## config.mk

```make
export PLATFORM = sky130hd
export DESIGN_NAME = rx_addr_filter
export DESIGN_NICKNAME = d
export VERILOG_FILES = /design/src/rtl/rxf_pkg.sv /design/src/rtl/rxf_crc_hash.sv /design/src/rtl/rxf_hash_table.sv /design/src/rtl/rxf_mc_loader.sv /design/src/rtl/rxf_decide.sv /design/src/rtl/rx_addr_filter.sv
export SDC_FILE = /design/constraint.sdc
export NUM_CORES = 1
export LEC_CHECK = 0
export BUFFER_PORTS_ARGS = -buffer_cell sky130_fd_sc_hd__buf_2
export CAP_MARGIN = 10
export CELL_PAD_IN_SITES_DETAIL_PLACEMENT = 1
export CELL_PAD_IN_SITES_GLOBAL_PLACEMENT = 2
export CORE_ASPECT_RATIO = 0.6
export CORE_MARGIN = 2
export CORE_UTILIZATION = 41
export DETAILED_ROUTE_END_ITERATION = 7
export PLACE_DENSITY = 0.87
export SYNTH_ARGS = -nofsm -noshare
export SYNTH_HDL_FRONTEND = slang
export SYNTH_SLANG_ARGS = --single-unit
```

## constraint.sdc

```tcl
create_clock -name clk_i -period 5.25 [get_ports clk_i]
set_clock_uncertainty 0.2 [all_clocks]
set_input_delay 0.2625 -clock clk_i [delete_from_list [all_inputs] [get_ports clk_i]]
set_output_delay 0.2625 -clock clk_i [all_outputs]
set_load 0.05 [all_outputs]
```

## src/rtl/rxf_pkg.sv

```systemverilog
package rxf_pkg;
  localparam int BYTE_W        = 8;
  localparam int ADDR_BYTES    = 6;
  localparam int ADDR_W        = ADDR_BYTES * BYTE_W;
  localparam int CRC_W         = 32;
  localparam logic [CRC_W-1:0] CRC_POLY = 32'h04C1_1DB7;
  localparam int HASH_LSB      = 2;
  localparam int HASH_W        = 6;
  localparam int TABLE_BITS    = 1 << HASH_W;
  localparam int MIN_LEN_FLOOR = 5;
  localparam int POS_W         = $clog2(ADDR_BYTES);

  typedef logic [HASH_W-1:0] hash_idx_t;

  // bit-serial CRC over one byte, lsb first, no inversion
  function automatic logic [CRC_W-1:0] crc_step_byte(input logic [CRC_W-1:0] c_in,
                                                     input logic [BYTE_W-1:0] d);
    logic [CRC_W-1:0] c;
    logic fb;
    c = c_in;
    for (int j = 0; j < BYTE_W; j++) begin
      fb = c[CRC_W-1] ^ d[j];
      c  = {c[CRC_W-2:0], 1'b0};
      if (fb) c = c ^ CRC_POLY;
    end
    return c;
  endfunction
endpackage

```

## src/rtl/rxf_crc_hash.sv

```systemverilog
module rxf_crc_hash
  import rxf_pkg::*;
(
  input  logic              clk_i,
  input  logic              rst_ni,
  input  logic              en_i,
  input  logic              first_i,
  input  logic [BYTE_W-1:0] byte_i,
  output hash_idx_t         idx_nxt_o
);
  logic [CRC_W-1:0] crc_q, crc_base, crc_nxt;

  assign crc_base  = first_i ? '1 : crc_q;
  assign crc_nxt   = crc_step_byte(crc_base, byte_i);
  assign idx_nxt_o = crc_nxt[HASH_LSB +: HASH_W];

  always_ff @(posedge clk_i or negedge rst_ni) begin
    if (!rst_ni)   crc_q <= '1;
    else if (en_i) crc_q <= crc_nxt;
  end
endmodule

```

## src/rtl/rxf_hash_table.sv

```systemverilog
module rxf_hash_table
  import rxf_pkg::*;
(
  input  logic      clk_i,
  input  logic      rst_ni,
  input  logic      clr_i,
  input  logic      set_i,
  input  hash_idx_t set_idx_i,
  input  hash_idx_t look_idx_i,
  output logic      hit_o
);
  logic [TABLE_BITS-1:0] tbl_q;

  always_ff @(posedge clk_i or negedge rst_ni) begin
    if (!rst_ni)     tbl_q <= '0;
    else if (clr_i)  tbl_q <= '0;
    else if (set_i)  tbl_q[set_idx_i] <= 1'b1;
  end

  assign hit_o = tbl_q[look_idx_i];

  assert_clear_R8: assert property (@(posedge clk_i) disable iff (!rst_ni)
    clr_i |=> (tbl_q == '0));

  assert_set_bit_R9: assert property (@(posedge clk_i) disable iff (!rst_ni)
    (set_i && !clr_i) |=> tbl_q[$past(set_idx_i)]);

  assert_set_keeps_R9: assert property (@(posedge clk_i) disable iff (!rst_ni)
    (set_i && !clr_i) |=> ($countones(tbl_q) >= $countones($past(tbl_q))));
endmodule

```

## src/rtl/rxf_mc_loader.sv

```systemverilog
module rxf_mc_loader
  import rxf_pkg::*;
#(
  parameter int MC_MAX  = 64,
  parameter int COUNT_W = 16
) (
  input  logic               clk_i,
  input  logic               rst_ni,
  input  logic               start_i,
  input  logic [COUNT_W-1:0] count_i,
  input  logic               byte_valid_i,
  input  logic [BYTE_W-1:0]  byte_i,
  output logic               clr_o,
  output logic               set_o,
  output hash_idx_t          set_idx_o
);
  localparam int ENT_W = $clog2(MC_MAX + 1);
  localparam logic [COUNT_W-1:0] MAX_C = COUNT_W'(MC_MAX);
  localparam logic [POS_W-1:0]   LAST_POS = POS_W'(ADDR_BYTES - 1);

  logic [COUNT_W-1:0] quot;
  logic [ENT_W-1:0]   clamped, left_q;
  logic [POS_W-1:0]   pos_q;
  logic               take, last_b;
  hash_idx_t          idx_nxt;

  assign quot    = count_i / COUNT_W'(ADDR_BYTES);
  assign clamped = (quot > MAX_C) ? ENT_W'(MC_MAX) : quot[ENT_W-1:0];
  assign take    = byte_valid_i && (left_q != '0) && !start_i;
  assign last_b  = (pos_q == LAST_POS);

  rxf_crc_hash u_crc (
    .clk_i     (clk_i),
    .rst_ni    (rst_ni),
    .en_i      (take),
    .first_i   (pos_q == '0),
    .byte_i    (byte_i),
    .idx_nxt_o (idx_nxt)
  );

  always_ff @(posedge clk_i or negedge rst_ni) begin
    if (!rst_ni) begin
      left_q <= '0;
      pos_q  <= '0;
    end else if (start_i) begin
      left_q <= clamped;
      pos_q  <= '0;
    end else if (take) begin
      if (last_b) begin
        pos_q  <= '0;
        left_q <= left_q - 1'b1;
      end else begin
        pos_q  <= pos_q + 1'b1;
      end
    end
  end

  assign clr_o     = start_i;
  assign set_o     = take && last_b;
  assign set_idx_o = idx_nxt;

  assert_entry_clamp_R9: assert property (@(posedge clk_i) disable iff (!rst_ni)
    left_q <= ENT_W'(MC_MAX));

  assert_no_set_idle_R9: assert property (@(posedge clk_i) disable iff (!rst_ni)
    (left_q == '0) |-> !set_o);
endmodule

```

## src/rtl/rxf_decide.sv

```systemverilog
module rxf_decide
  import rxf_pkg::*;
#(
  parameter int LEN_W = 16
) (
  input  logic              clk_i,
  input  logic              rst_ni,
  input  logic              da_valid_i,
  input  logic [BYTE_W-1:0] da_byte_i,
  input  logic [LEN_W-1:0]  frame_len_i,
  input  logic [BYTE_W-1:0] min_len_i,
  input  logic [ADDR_W-1:0] station_addr_i,
  input  logic              cfg_promisc_i,
  input  logic              cfg_bcast_dis_i,
  input  logic              cfg_mcast_en_i,
  input  logic              rx_ready_i,
  input  logic              link_up_i,
  input  logic              mc_hit_i,
  output hash_idx_t         look_idx_o,
  output logic              valid_o,
  output logic              accept_o,
  output logic              group_o
);
  localparam logic [POS_W-1:0] LAST_POS = POS_W'(ADDR_BYTES - 1);

  logic [POS_W-1:0]         cnt_q;
  logic [ADDR_W-BYTE_W-1:0] da_q;
  logic [ADDR_W-1:0]        full_da;
  logic [BYTE_W-1:0]        eff_min;
  logic last, is_bcast, is_mcast, len_ok, acc, grp;
  logic valid_q, acc_q, grp_q;

  assign last = da_valid_i && (cnt_q == LAST_POS);

  rxf_crc_hash u_crc (
    .clk_i     (clk_i),
    .rst_ni    (rst_ni),
    .en_i      (da_valid_i),
    .first_i   (cnt_q == '0),
    .byte_i    (da_byte_i),
    .idx_nxt_o (look_idx_o)
  );

  always_ff @(posedge clk_i or negedge rst_ni) begin
    if (!rst_ni) begin
      cnt_q <= '0;
      da_q  <= '0;
    end else if (da_valid_i) begin
      cnt_q <= last ? '0 : cnt_q + 1'b1;
      for (int k = 0; k < ADDR_BYTES - 1; k++)
        if (cnt_q == POS_W'(k)) da_q[k*BYTE_W +: BYTE_W] <= da_byte_i;
    end
  end

  assign full_da  = {da_byte_i, da_q};
  assign is_bcast = &full_da;
  assign is_mcast = full_da[0] && !is_bcast;
  assign eff_min  = (min_len_i < BYTE_W'(MIN_LEN_FLOOR)) ? BYTE_W'(MIN_LEN_FLOOR) : min_len_i;
  assign len_ok   = frame_len_i >= LEN_W'(eff_min);

  always_comb begin
    acc = 1'b0;
    grp = 1'b0;
    if (!rx_ready_i || !link_up_i || !len_ok) begin
      acc = 1'b0;
    end else if (cfg_promisc_i) begin
      acc = 1'b1;
    end else if (is_bcast) begin
      acc = !cfg_bcast_dis_i;
      grp = !cfg_bcast_dis_i;
    end else if (is_mcast) begin
      acc = cfg_mcast_en_i && mc_hit_i;
      grp = cfg_mcast_en_i && mc_hit_i;
    end else begin
      acc = (full_da == station_addr_i);
    end
  end

  always_ff @(posedge clk_i or negedge rst_ni) begin
    if (!rst_ni) begin
      valid_q <= 1'b0;
      acc_q   <= 1'b0;
      grp_q   <= 1'b0;
    end else begin
      valid_q <= last;
      acc_q   <= last && acc;
      grp_q   <= last && grp;
    end
  end

  assign valid_o  = valid_q;
  assign accept_o = acc_q;
  assign group_o  = grp_q;

  assert_gate_R1: assert property (@(posedge clk_i) disable iff (!rst_ni)
    (last && (!rx_ready_i || !link_up_i)) |=> !accept_o);

  assert_len_floor_R2: assert property (@(posedge clk_i) disable iff (!rst_ni)
    (last && (frame_len_i < LEN_W'(MIN_LEN_FLOOR))) |=> !accept_o);

  assert_promisc_grp_R3: assert property (@(posedge clk_i) disable iff (!rst_ni)
    (last && cfg_promisc_i) |=> !group_o);

  assert_mcast_off_R5: assert property (@(posedge clk_i) disable iff (!rst_ni)
    (last && is_mcast && !cfg_mcast_en_i && !cfg_promisc_i) |=> !accept_o);

  assert_strobe_R10: assert property (@(posedge clk_i) disable iff (!rst_ni)
    valid_o |=> !valid_o);

  assert_acc_in_strobe_R10: assert property (@(posedge clk_i) disable iff (!rst_ni)
    (accept_o || group_o) |-> valid_o);

  assert_grp_acc_R4: assert property (@(posedge clk_i) disable iff (!rst_ni)
    group_o |-> accept_o);
endmodule

```

## src/rtl/rx_addr_filter.sv

```systemverilog
module rx_addr_filter
  import rxf_pkg::*;
#(
  parameter int MC_MAX_ENTRIES = 64,
  parameter int LEN_W          = 16,
  parameter int COUNT_W        = 16
) (
  input  logic               clk_i,
  input  logic               rst_ni,
  input  logic               da_valid_i,
  input  logic [7:0]         da_byte_i,
  input  logic [LEN_W-1:0]   frame_len_i,
  input  logic [7:0]         min_len_i,
  input  logic [47:0]        station_addr_i,
  input  logic               cfg_promisc_i,
  input  logic               cfg_bcast_dis_i,
  input  logic               cfg_mcast_en_i,
  input  logic               rx_ready_i,
  input  logic               link_up_i,
  input  logic               mc_start_i,
  input  logic [COUNT_W-1:0] mc_count_i,
  input  logic               mc_valid_i,
  input  logic [7:0]         mc_byte_i,
  output logic               decision_valid_o,
  output logic               accept_o,
  output logic               group_o
);
  logic      tbl_clr, tbl_set, mc_hit;
  hash_idx_t set_idx, look_idx;

  rxf_mc_loader #(.MC_MAX(MC_MAX_ENTRIES), .COUNT_W(COUNT_W)) u_loader (
    .clk_i        (clk_i),
    .rst_ni       (rst_ni),
    .start_i      (mc_start_i),
    .count_i      (mc_count_i),
    .byte_valid_i (mc_valid_i),
    .byte_i       (mc_byte_i),
    .clr_o        (tbl_clr),
    .set_o        (tbl_set),
    .set_idx_o    (set_idx)
  );

  rxf_hash_table u_table (
    .clk_i      (clk_i),
    .rst_ni     (rst_ni),
    .clr_i      (tbl_clr),
    .set_i      (tbl_set),
    .set_idx_i  (set_idx),
    .look_idx_i (look_idx),
    .hit_o      (mc_hit)
  );

  rxf_decide #(.LEN_W(LEN_W)) u_decide (
    .clk_i           (clk_i),
    .rst_ni          (rst_ni),
    .da_valid_i      (da_valid_i),
    .da_byte_i       (da_byte_i),
    .frame_len_i     (frame_len_i),
    .min_len_i       (min_len_i),
    .station_addr_i  (station_addr_i),
    .cfg_promisc_i   (cfg_promisc_i),
    .cfg_bcast_dis_i (cfg_bcast_dis_i),
    .cfg_mcast_en_i  (cfg_mcast_en_i),
    .rx_ready_i      (rx_ready_i),
    .link_up_i       (link_up_i),
    .mc_hit_i        (mc_hit),
    .look_idx_o      (look_idx),
    .valid_o         (decision_valid_o),
    .accept_o        (accept_o),
    .group_o         (group_o)
  );
endmodule

```

==> run summary, run 1 <==
The buffers inserted during post-CTS setup optimization was 0. The clock-pin slew reported for the worst setup and hold paths after clock tree synthesis came out at 0.08 ns. The final global-route overflow total is 0, and the final count of negative-setup-slack endpoints is 0. The starting DRC count in detailed routing is 632, and the final count of pins violating max slew is 0. The signal on the critical path passes through inv_1 -> ha_1 -> nor2b_2 -> nor2_1 -> xnor2_1 -> xor2_1 -> xnor2_2 -> buf_4 -> mux4_2 -> nand2b_1 -> nand3_1 -> o211a_1 -> o31ai_1 -> buf_4 -> o22a_1 -> a21oi_1 -> dlygate4sd3_1. The most frequent cell on the critical path is sky130_fd_sc_hd__buf_4. The hold path startpoint is mc_byte_i[3]. The post-route clock period utilization is 90.3%, and the number of vias after detailed routing is 9479.

The tools report the endpoint of the worst register-to-register path as u_decide.accept_o. The number of cell instances on the worst register-to-register path was 17. On the worst path, the slowest cell contributes a delay of 0.55 ns. The run gives 184 as the count of clock tree sinks.

After layout, the minimum clock period comes to 4.74 ns. 117 I/O pins were placed. From left edge to right edge, the die measures 224 um. The run finished with clean final reports.

On the critical path, the stage with the largest delay is an instance of sky130_fd_sc_hd__dlygate4sd3_1. Dividing the detail-routed via count by the number of cells gives 5.49. The area added between synthesis and finish came out at 13.7%.

Maximum root-to-sink buffer count: 2. The biggest area contributor in the post-synthesis netlist is sky130_fd_sc_hd__dfrtp_1. For the worst-skew pair later-pin latency, the log shows 0.44 ns. The count of unique library cells instantiated by Yosys was 83. Global routing consumed, over all layers together, 23.5% of the routing resources.

The run gives 1469 as the total number of nets in the final design. The leakage power figure is 5.59 nW. Number of enable flip-flop cells after synthesis: 0. The worst setup path is captured at a flip-flop. For the pin with the worst max-slew slack, the measured transition is 1.03 ns. The starting density of the core was 41.5%; the sequential share of the synthesized area was 39.5%. The initialized floorplan defines 48 standard-cell rows. Sorting the synthesized cells by how often they occur yields 190 x sky130_fd_sc_hd__nor2_1, 172 x sky130_fd_sc_hd__xnor2_1, 120 x sky130_fd_sc_hd__dfrtp_1. For the worst setup path, the data arrival time is 4.88 ns. The wire length of the first global-routing pass is 55700 um. Among all flip-flop cells after synthesis, the most frequent one is sky130_fd_sc_hd__dfrtp_1. In the final routed layout, each cell accounts on average for 19.9 um. The cell area power density was 700 nW/um2; the upper clock frequency limit was 211 MHz. For the number of endpoints with negative hold slack in the final report, the log shows 0. The total negative setup slack was 0 ns; the top cell type's share of synthesized area was 25.3%. The share of layout cells above drive strength 1 works out to 24.8%. The setup check on the worst reg-to-reg path leaves a slack of 0.51 ns.

The warning count from the yosys run is 0. The post-synthesis register bit count works out to 184. The run gives 17 as the clock buffer count from CTS. By area the synthesized netlist is led by sky130_fd_sc_hd__dfrtp_1 25%, sky130_fd_sc_hd__dfstp_2 14%, sky130_fd_sc_hd__xnor2_1 13%, sky130_fd_sc_hd__nor2_1 6.0%, sky130_fd_sc_hd__mux2_2 5.8%.

The die is 136 um tall. The count of maximum capacitance violations was 0; the post-synthesis async set-or-reset flop share was 100%. The worst hold path terminates at u_loader.u_crc.crc_q[20]. For the final antenna-violating net count, the log shows 0.

The area of the die is 30300 um2, and the number of instances in the synthesized netlist is 1249. For this run, design rule violations remaining after detail routing come to 0. For the number of antenna cells inserted, the log shows 0.

Setup repair after global routing left no endpoint under its margin. The worst min-delay path category is input pin to flip-flop. The classification of the worst setup path was flip-flop to flip-flop. STA classifies the critical path startpoint as a flip-flop.

The worst-case IR drop observed on VDD is 0.517 mV. The worst hold path stage count was 3; the number of nets in the synthesized netlist was 1378. For the netlist area before placement, the log shows 11900 um2. The total iterations of the first detailed-routing run is 4.

After synthesis, the mean cell area works out to 9.49 um2. For the worst slack after detailed placement, the log shows 0.731 ns. The clock tree synthesis step divided the H-tree into 4 levels.

For the area of the placeable core, the log shows 28600 um2. Wires add up to 34400 um. Routability-driven placement finished with a final weighted congestion of 0.840.

The data required time at the worst endpoint is 5.39 ns. The maximum number of pins on one net before global-route repair is 88. The source of the worst register-to-register timing path was u_decide.cnt_q[0].

The final worst slack is 0.511 ns. TritonCTS built the clock tree. Root buffer selected by CTS: sky130_fd_sc_hd__clkbuf_16.

During placement, the flow inserted port buffers numbering 115. The worst relative slew slack is 31.1%, and the initial antenna violation count is 0. The most common cell in the netlist was sky130_fd_sc_hd__nor2_1. The top fanout value on the critical path came out at 7.

Detailed-placement wirelength estimate: 24700 um. The number of global-route vias before repair came out at 9779.
cells in the final DEF (no fill, tap or decap), types with 9 or more instances in the layout:
cell type / Yosys / routed
sky130_fd_sc_hd__mux4_2: 15 / 15
sky130_fd_sc_hd__clkbuf_16: 0 / 17
sky130_fd_sc_hd__dfstp_2: 64 / 64
sky130_fd_sc_hd__nor3_1: 16 / 16
sky130_fd_sc_hd__mux2i_1: 9 / 9
sky130_fd_sc_hd__dlygate4sd3_1: 0 / 10
sky130_fd_sc_hd__o21ai_0: 49 / 49
sky130_fd_sc_hd__a21oi_1: 98 / 98
sky130_fd_sc_hd__nand2_1: 72 / 72
sky130_fd_sc_hd__dfrtp_1: 120 / 120
sky130_fd_sc_hd__xor2_1: 64 / 63
sky130_fd_sc_hd__nor2_1: 190 / 190
sky130_fd_sc_hd__o22ai_1: 10 / 10
sky130_fd_sc_hd__buf_2: 15 / 114
sky130_fd_sc_hd__mux2_2: 61 / 61
sky130_fd_sc_hd__nand3_1: 14 / 14
sky130_fd_sc_hd__inv_1: 26 / 26
sky130_fd_sc_hd__nor4_1: 12 / 12
sky130_fd_sc_hd__ha_1: 15 / 15
sky130_fd_sc_hd__nand2b_1: 12 / 12
sky130_fd_sc_hd__xnor2_1: 172 / 170
sky130_fd_sc_hd__nand4_1: 26 / 26
sky130_fd_sc_hd__buf_4: 3 / 22
layout make-up:
| class | instances | area [um2] |
|---|---|---|
| clock buffer | 23 | 488 |
| clock inverter | 9 | 115 |
| fill | 3313 | 15100 |
| inverter | 26 | 97.6 |
| multi-input combinational | 964 | 6770 |
| sequential | 184 | 4680 |
| tap | 375 | 469 |
| timing repair buffer | 147 | 850 |
power by group:
part / total (mW) / internal (mW) / switching, mW / leakage [nW]
logic: 5.55 / 2.47 / 3.09 / 3.05
clock network: 1.34 / 0.757 / 0.579 / 0.290
registers: 2.55 / 2.09 / 0.455 / 2.26
layer usage:
metal	global-route usage, %	up-vias	share of wire [%]
li1	-	4482	-
met5	0	-	0
met4	3.78	0	0.51
met2	34.9	151	44
met1	36.4	4833	53
met3	3.47	13	3.2
per-stage QoR:
stage | instance area [um2] | instances | power, mW | hold WS (ns) | util (%)
3_5_place_dp | 12800 | 1686 | 8.05 | 0.187 | 44.6
3_3_place_gp | 12800 | 1686 | 7.84 | 0.183 | 44.6
5_1_grt | 13500 | 1728 | 10.1 | 0.0333 | 47.1
6_report | 13500 | 1728 | 9.44 | 0.0145 | 47.1
2_1_floorplan | 11900 | 1249 | 6.49 | -0.233 | -
4_1_cts | 13500 | 1728 | 9.46 | 0.00721 | 47.1
cells by family (layout without fill, tap and decap cells):
family,Yosys count,in the layout,share of synthesized area [%]
simple gates,390,390,15.3
xor+xnor,243,243,18.5
compound gates,230,230,12.0
flops,184,184,39.5
buf+inv,101,205,3.64
mux,85,85,9.40
fa+ha+maj,16,16,1.67
state kept, by name (all words and copies together) (netlist names):
name                  count
u_table.tbl_q            64
u_decide.da_q            40
u_decide.u_crc.crc_q     32
u_loader.u_crc.crc_q     32
u_loader.left_q           7
u_decide.cnt_q            3
u_loader.pos_q            3
u_decide.accept_o         1
u_decide.group_o          1
u_decide.valid_o          1
worst max path at each step:
| stage | start | end | slack [ns] | cells after the start |
|---|---|---|---|---|
| after floorplan | u_decide.cnt_q[0] | u_decide.accept_o | 1.70 | 16 |
| after global routing | u_decide.cnt_q[0] | u_decide.group_o | 0.12 | 17 |
| after CTS | u_decide.cnt_q[0] | u_decide.accept_o | 0.16 | 17 |
| after global placement | u_decide.cnt_q[0] | u_decide.accept_o | 0.90 | 16 |
| after detailed placement | u_decide.cnt_q[0] | u_decide.accept_o | 0.73 | 16 |
| final | u_decide.cnt_q[0] | u_decide.accept_o | 0.51 | 17 |
critical path, delay by kind of cell (launching register included):
kind / cells / cell delay [ns]
AO/OA/AOI/OAI: 4 / 0.64
XOR/XNOR: 3 / 1.23
adder cells (fa/ha/maj): 1 / 0.18
buffers and inverters: 4 / 1.12
flip-flops: 1 / 0.41
multiplexers: 1 / 0.29
AND/OR/NAND/NOR: 4 / 0.56
repair_timing:
item,CTS,global route
hold endpoints to repair,50,0
hold buffers,10,0
gates resized for setup,0,2
setup endpoints to repair,0,2
Note: power is estimated with default switching activity, not from simulation.
==> inputs of run 2 (changes only) <==
Clock period 5.25 ns to 5.7 ns, I/O delays scaled along.
==> run summary, run 2 (same netlist as run 1, synthesis figures left out) <==
The flow ran to the end, and the final reports show no timing, DRC or antenna violations. The count of buffers inserted at the top-level ports works out to 115. Timing would allow up to 191 MHz. Setup violations remaining at the end of the flow were counted as 0.

The region available for standard cell placement spans 28600 um2. The reg-to-reg setup timing slack is 0.48 ns. The logs give 0 for the post-detailed-route DRC marker count and 30.4% for the worst relative slew slack.

For the worst setup path, the data required time is 5.84 ns. The area added between synthesis and finish is 13.7%. TritonCTS built the clock tree. In this run the remaining antenna-violating nets after routing total 0. The top register by number of flip-flops was u_table.tbl_q.

Summed over all nets, the half-perimeter wirelength after detailed placement is 24400 um. In the layout the commonest cells are 190 x sky130_fd_sc_hd__nor2_1, 171 x sky130_fd_sc_hd__xnor2_1, 120 x sky130_fd_sc_hd__dfrtp_1. Leaving out fill and tap cells, the most frequent cell in the layout is sky130_fd_sc_hd__nor2_1.

Once placement completed, the tool counted placed cells totaling 1680. The tools report the total negative setup slack as 0 ns. The setup path with the least slack is of type flip-flop to flip-flop.

After layout, the worst path uses 91.6% of the clock period. TritonCTS created 17 clock buffers. The tools report the number of antenna cells inserted as 0. Of the cells placed in the final design, the portion with a size suffix greater than 1 is 24.5%.

The initialized floorplan defines 48 standard-cell rows. The worst register-to-register path ends at u_decide.accept_o. Buffers inserted during post-CTS setup optimization: 0. STA classifies the critical path endpoint as a flip-flop.

The total power consumption of the routed design is 8.77 mW. The leakage power figure is 5.58 nW, and the wire length of the first global-routing pass is 55500 um. Setup repair after global routing left no endpoint under its margin.

The startpoint identified for the worst register-to-register timing path is u_decide.cnt_q[0]. For this design the ratio of total power to cell area is 651 nW/um2. The tools report the starting density of the core as 41.5%. Clock-pin slew reported for the worst setup and hold paths after clock tree synthesis: 0.07 ns.

Wires add up to 34200 um. In the global route stage, overall resource usage came out at 23.5%. The logs give 117 for the count of boundary I/O pins and 0 for the count of maximum capacitance violations.

The logs give 1722 for the final cell count without fillers and 0.836 for the routability-driven placement congestion ratio. Endpoint of the worst hold-timing path: u_loader.u_crc.crc_q[31]. Walking the worst path, the cells encountered are inv_1 -> ha_1 -> nor2b_2 -> buf_4 -> nor2_1 -> xnor2_2 -> buf_4 -> xnor2_1 -> xor2_1 -> xor2_1 -> a311oi_1 -> o31ai_2 -> o22a_1 -> a21oi_1 -> dlygate4sd3_1. The run gives 9711 as the number of global-route vias before repair.

For the worst-skew pair, the clock arrives at the later sink with an insertion delay of 0.45 ns. The clock passes through at most 2 buffers. The logs give 74 for the maximum number of pins on one net before global-route repair and 789 for the starting DRC count in detailed routing. The slowest cell on the critical path was sky130_fd_sc_hd__xnor2_1. Number of buffers and inverters on the critical path: 4.

The die width came out at 224 um. The worst hold path passes through 3 cells. The measured slew at the worst slew-check pin was 1.04 ns.

The cell class contributing the biggest share of worst-path delay was XOR/XNOR gates. The area of the die was 30300 um2; the number of endpoints with negative hold slack in the final report was 0. The total iterations of the first detailed-routing run is 5, and the maximum cell stage delay along the critical path is 0.61 ns. Counting cells, the worst reg-to-reg path comes to 15. In the final layout, the registers with the most flip-flops are u_table.tbl_q (64), u_decide.da_q (40). At the end of the flow, the number of nets in the layout was 1463.

The detailed router placed 9517 vias in this run. The final count of pins violating max slew is 0, and the floorplan die height is 136 um. STA classifies the critical path startpoint as a flip-flop. The peak ir drop on the vdd network was 0.526 mV. The final global-route overflow total is 0.

The run gives 184 as the count of clock tree sinks. The path class of the tightest hold or removal check is input pin to flip-flop. The hold path startpoint was mc_byte_i[2].

The number of flip-flops under the largest register name is 64. The routed wire length per instance is 19.9 um. The top fanout value on the critical path was 26; the mean number of vias per cell was 5.53. The root buffer cell chosen for the clock tree is sky130_fd_sc_hd__clkbuf_16.

The logs give 4 for the H-tree depth and 5.37 ns for the worst endpoint data arrival time. The tools report the initial antenna violation count as 1. Final critical path time including I/O delays and setup: 5.22 ns.
## run 2: cell count changes in the layout (fill, tap and decap cells not counted), sizes merged
cell and delta:
bufinv +3, buf -6, inv +1, clkbuf -4
## run 2: final cells by class
class	instances	area (um2)
well taps	375	469
inverters	26	97.6
clock buffers	19	443
clock inverters	13	218
multi-input cells	964	6760
repair buffers	141	805
fillers	3286	15100
flip-flops and latches	184	4680
## run 2: how the worst max path moves through the flow
stage                 startpoint                 to  slack [ns]  cells past startpoint
6_report       u_decide.cnt_q[0]  u_decide.accept_o        0.48                     15
4_1_cts        u_decide.cnt_q[0]  u_decide.accept_o        0.33                     15
3_5_place_dp   u_decide.cnt_q[0]  u_decide.accept_o        0.92                     12
3_3_place_gp   u_decide.cnt_q[0]  u_decide.accept_o        1.00                     12
5_1_grt        u_decide.cnt_q[0]  u_decide.accept_o        0.10                     15
2_1_floorplan  u_decide.cnt_q[0]  u_decide.accept_o        2.15                     16
## run 2: metrics by stage
stage	util (%)	area, um2	worst slack (ns)	hold slack [ns]
6_report	47.2	13500	0.476	0.0278
5_1_grt	47.2	13500	0.103	0.0474
4_1_cts	47.1	13500	0.327	0.0112
3_5_place_dp	44.5	12700	0.917	0.140
3_3_place_gp	44.5	12700	1.00	0.130
2_1_floorplan	-	11900	2.15	-0.211
## run 2: power breakdown
| part | total [mW] | switching [mW] | internal [mW] | leakage, nW |
|---|---|---|---|---|
| combinational | 5.07 | 2.86 | 2.21 | 3.01 |
| clock | 1.35 | 0.553 | 0.796 | 0.315 |
| sequential | 2.36 | 0.426 | 1.93 | 2.26 |
## run 2: worst reg2reg max path: cells and delay by family (launching register included)
kind / cells / cell delay (ns)
simple gates: 2 / 0.50
flops: 1 / 0.40
fa+ha+maj: 1 / 0.18
xor+xnor: 4 / 1.66
buf+inv: 4 / 1.24
compound gates: 4 / 0.92
## run 2: layer usage
layer  GRT usage [%]  part of all wire [%]  up-vias
li1                -                     -     4471
met5               0                 0.038        -
met3            3.54                   3.5       25
met4            5.81                  0.84        2
met2            33.5                    43      158
met1            36.7                    53     4861
## run 2: repair_timing
item                                   CTS  global route
hold buffers                            10             0
gates resized for setup                  0             1
setup endpoints to repair                0             2
endpoints found under the hold margin   54             0
==> inputs of run 3 (changes only) <==
==> constraint.sdc (replaced) <==
create_clock -name clk_i -period 5.7 [get_ports clk_i]
set_clock_uncertainty 0.2 [all_clocks]
set_input_delay 1.14 -clock clk_i [delete_from_list [all_inputs] [get_ports clk_i]]
set_output_delay 1.14 -clock clk_i [all_outputs]
set_load 0.05 [all_outputs]
==> run summary, run 3 (same netlist as run 1, synthesis figures left out) <==
The flow ran to the end, and the final reports show no timing, DRC or antenna violations. The endpoint identified for the worst register-to-register timing path is u_decide.accept_o. The worst relative slew slack is 25.9%. The reg-to-reg setup timing slack was 1.04 ns; the initial antenna violation count was 0. The worst register-to-register path begins at u_decide.cnt_q[0].

The clock-pin slew reported for the worst setup and hold paths after clock tree synthesis works out to 0.08 ns. The worst setup path is launched from a flip-flop. Hold path startpoint: u_decide.u_crc.crc_q[0]. Cells fill 46.6% of the core in the end. The tools report the cell area after placement as 12700 um2. The worst hold path stage count is 2, and the mean number of vias per cell is 5.58. The logs give 9550 for the number of vias after detailed routing and 184 for the count of clock tree sinks. Clock buffer count from CTS: 17. Routability-driven placement finished with a final weighted congestion of 0.830. The final layout contains routed wiring with a total length of 34100 um. In this run the tool buffered the top-level ports with 115 buffer cells. The root buffer selected by CTS is sky130_fd_sc_hd__clkbuf_16. The all-layer global routing usage was 23.0%; the floorplan die height was 136 um. Summed over all nets, the half-perimeter wirelength after detailed placement is 25100 um. The worst setup path is captured at a flip-flop.

The top fanout value on the critical path was 8; the wire length of the first global-routing pass was 54400 um. Summed over all layers, the global routing overflow is 0. Across all hold checks on the routed design, the worst slack comes to 0.270 ns. Setup violations remaining at the end of the flow were counted as 0. The path with the worst hold slack has its endpoint at u_decide.u_crc.crc_q[0]. Final count of pins violating max slew: 0. Maximum root-to-sink buffer count: 2. Relative to the synthesized area, the layout overhead comes to 12.2%. Max-cap violations in this run came to 0. The total iterations of the first detailed-routing run was 6.

Classification of the worst setup path: flip-flop to flip-flop. With fillers left out, the area of the finished cells amounts to 13300 um2. The tools report the worst-skew pair later-pin latency as 0.44 ns.

The routed wire length per instance works out to 19.9 um. The worst path needs 4.66 ns of the cycle, external delays included. TritonCTS built the clock tree. The min-delay analysis places its worst path in the category flip-flop to flip-flop. Data arrives at the worst endpoint at 4.80 ns. For this design the top-level I/O count stands at 117. Peak ir drop on the vdd network: 0.397 mV. The number of global-route vias before repair is 9682, and the number of flip-flops under the largest register name is 64. The library cells used most frequently in the layout, excluding fill and tap cells, are 190 x sky130_fd_sc_hd__nor2_1, 171 x sky130_fd_sc_hd__xnor2_1, 120 x sky130_fd_sc_hd__dfrtp_1.

The number of cells on the worst reg-to-reg path is 14. Top register by number of flip-flops: u_table.tbl_q. The tools report the upper clock frequency limit as 214 MHz. Post-CTS repair changed the size of 0 cells. The largest registers in the layout are u_table.tbl_q (64), u_decide.da_q (40).

After floorplanning, the core was sized to cover 28600 um2. For this configuration, the core starts out at a cell density of 41.5%. The layout has 3287 filler cells. The number of antenna cells inserted is 0, and the post-route clock period utilization is 81.8%. The die covers 30300 um2. The total of hold buffers inserted after clock tree synthesis is 0, and the die width is 224 um.

Setup repair after global routing left no endpoint under its margin. At the pin with the least slew margin, the transition time is 1.11 ns. The H-tree depth is 4.

Entering global routing, the biggest net connects 111 pins. In the final design database the tool counted 1454 nets. The initialized floorplan defines 48 standard-cell rows. The buffers inserted during post-CTS setup optimization was 0.

Leaving out fill and tap cells, the most frequent cell in the layout is sky130_fd_sc_hd__nor2_1. The post-detailed-route DRC marker count is 0. The logs give 0 ns for the total negative setup slack and 5.83 ns for the data required time at the worst endpoint. Of the cells placed in the final design, the portion with a size suffix greater than 1 is 24.5%. The leakage power figure was 5.50 nW; the starting DRC count in detailed routing was 691.

The number of endpoints with negative hold slack in the final report is 0, and the cell area power density is 645 nW/um2. The detail route stage leaves a number of antenna-violating nets equal to 0.
[run 3: layer usage]
metal / vias up / routed length [um] / GRT usage (%)
met2: 162 / 14500 / 33.1
met5: - / 0 / 0
li1: 4458 / - / -
met3: 18 / 1450 / 3.95
met4: 0 / 244 / 4.19
met1: 4912 / 18000 / 35.9
[run 3: per-stage QoR]
stage                     setup slack (ns)  cells  power [mW]
final                                 1.04   1713        8.58
after global routing                 0.790   1713        9.18
after floorplan                       1.44   1249        5.98
after detailed placement             0.700   1681        7.39
after global placement               0.785   1681        7.20
after CTS                             1.04   1713        8.64
[run 3: worst max-delay path by stage]
stage,startpoint,endpoint,cells after the start
final,u_decide.cnt_q[0],u_decide.accept_o,14
after global routing,u_decide.cnt_q[0],u_decide.group_o,16
after CTS,u_decide.cnt_q[0],u_decide.accept_o,14
after detailed placement,da_byte_i[4],u_decide.accept_o,14
after global placement,da_byte_i[1],u_decide.accept_o,14
after floorplan,mc_count_i[14],u_loader.left_q[1],13
[run 3: final cells by class]
cell class	count	area [um2]	area share [%]
clock inverter	10	121	0.912
tap	375	469	3.53
clock buffer	22	464	3.49
multi-input combinational	964	6760	50.8
inverter	26	97.6	0.733
sequential	184	4680	35.2
timing repair buffer	132	712	5.35
[run 3: where the power goes]
group / switching [mW] / total, mW / internal (mW)
sequential: 0.426 / 2.36 / 1.93
combinational: 2.83 / 5.03 / 2.20
clock: 0.527 / 1.20 / 0.672
total: 3.78 / 8.58 / 4.80
[run 3: critical path, cell delays in order, from the launching register on]
cell,delay [ns]
sky130_fd_sc_hd__dfrtp_1,0.41
sky130_fd_sc_hd__inv_1,0.13
sky130_fd_sc_hd__ha_1,0.20
sky130_fd_sc_hd__nor2b_2,0.39
sky130_fd_sc_hd__nor2_1,0.15
sky130_fd_sc_hd__xnor2_2,0.50
sky130_fd_sc_hd__xnor2_2,0.27
sky130_fd_sc_hd__xnor2_2,0.51
sky130_fd_sc_hd__mux4_2,0.40
sky130_fd_sc_hd__mux2_2,0.29
sky130_fd_sc_hd__o211a_1,0.24
sky130_fd_sc_hd__o31ai_1,0.44
sky130_fd_sc_hd__buf_4,0.21
sky130_fd_sc_hd__o22a_1,0.14
sky130_fd_sc_hd__a21oi_1,0.06
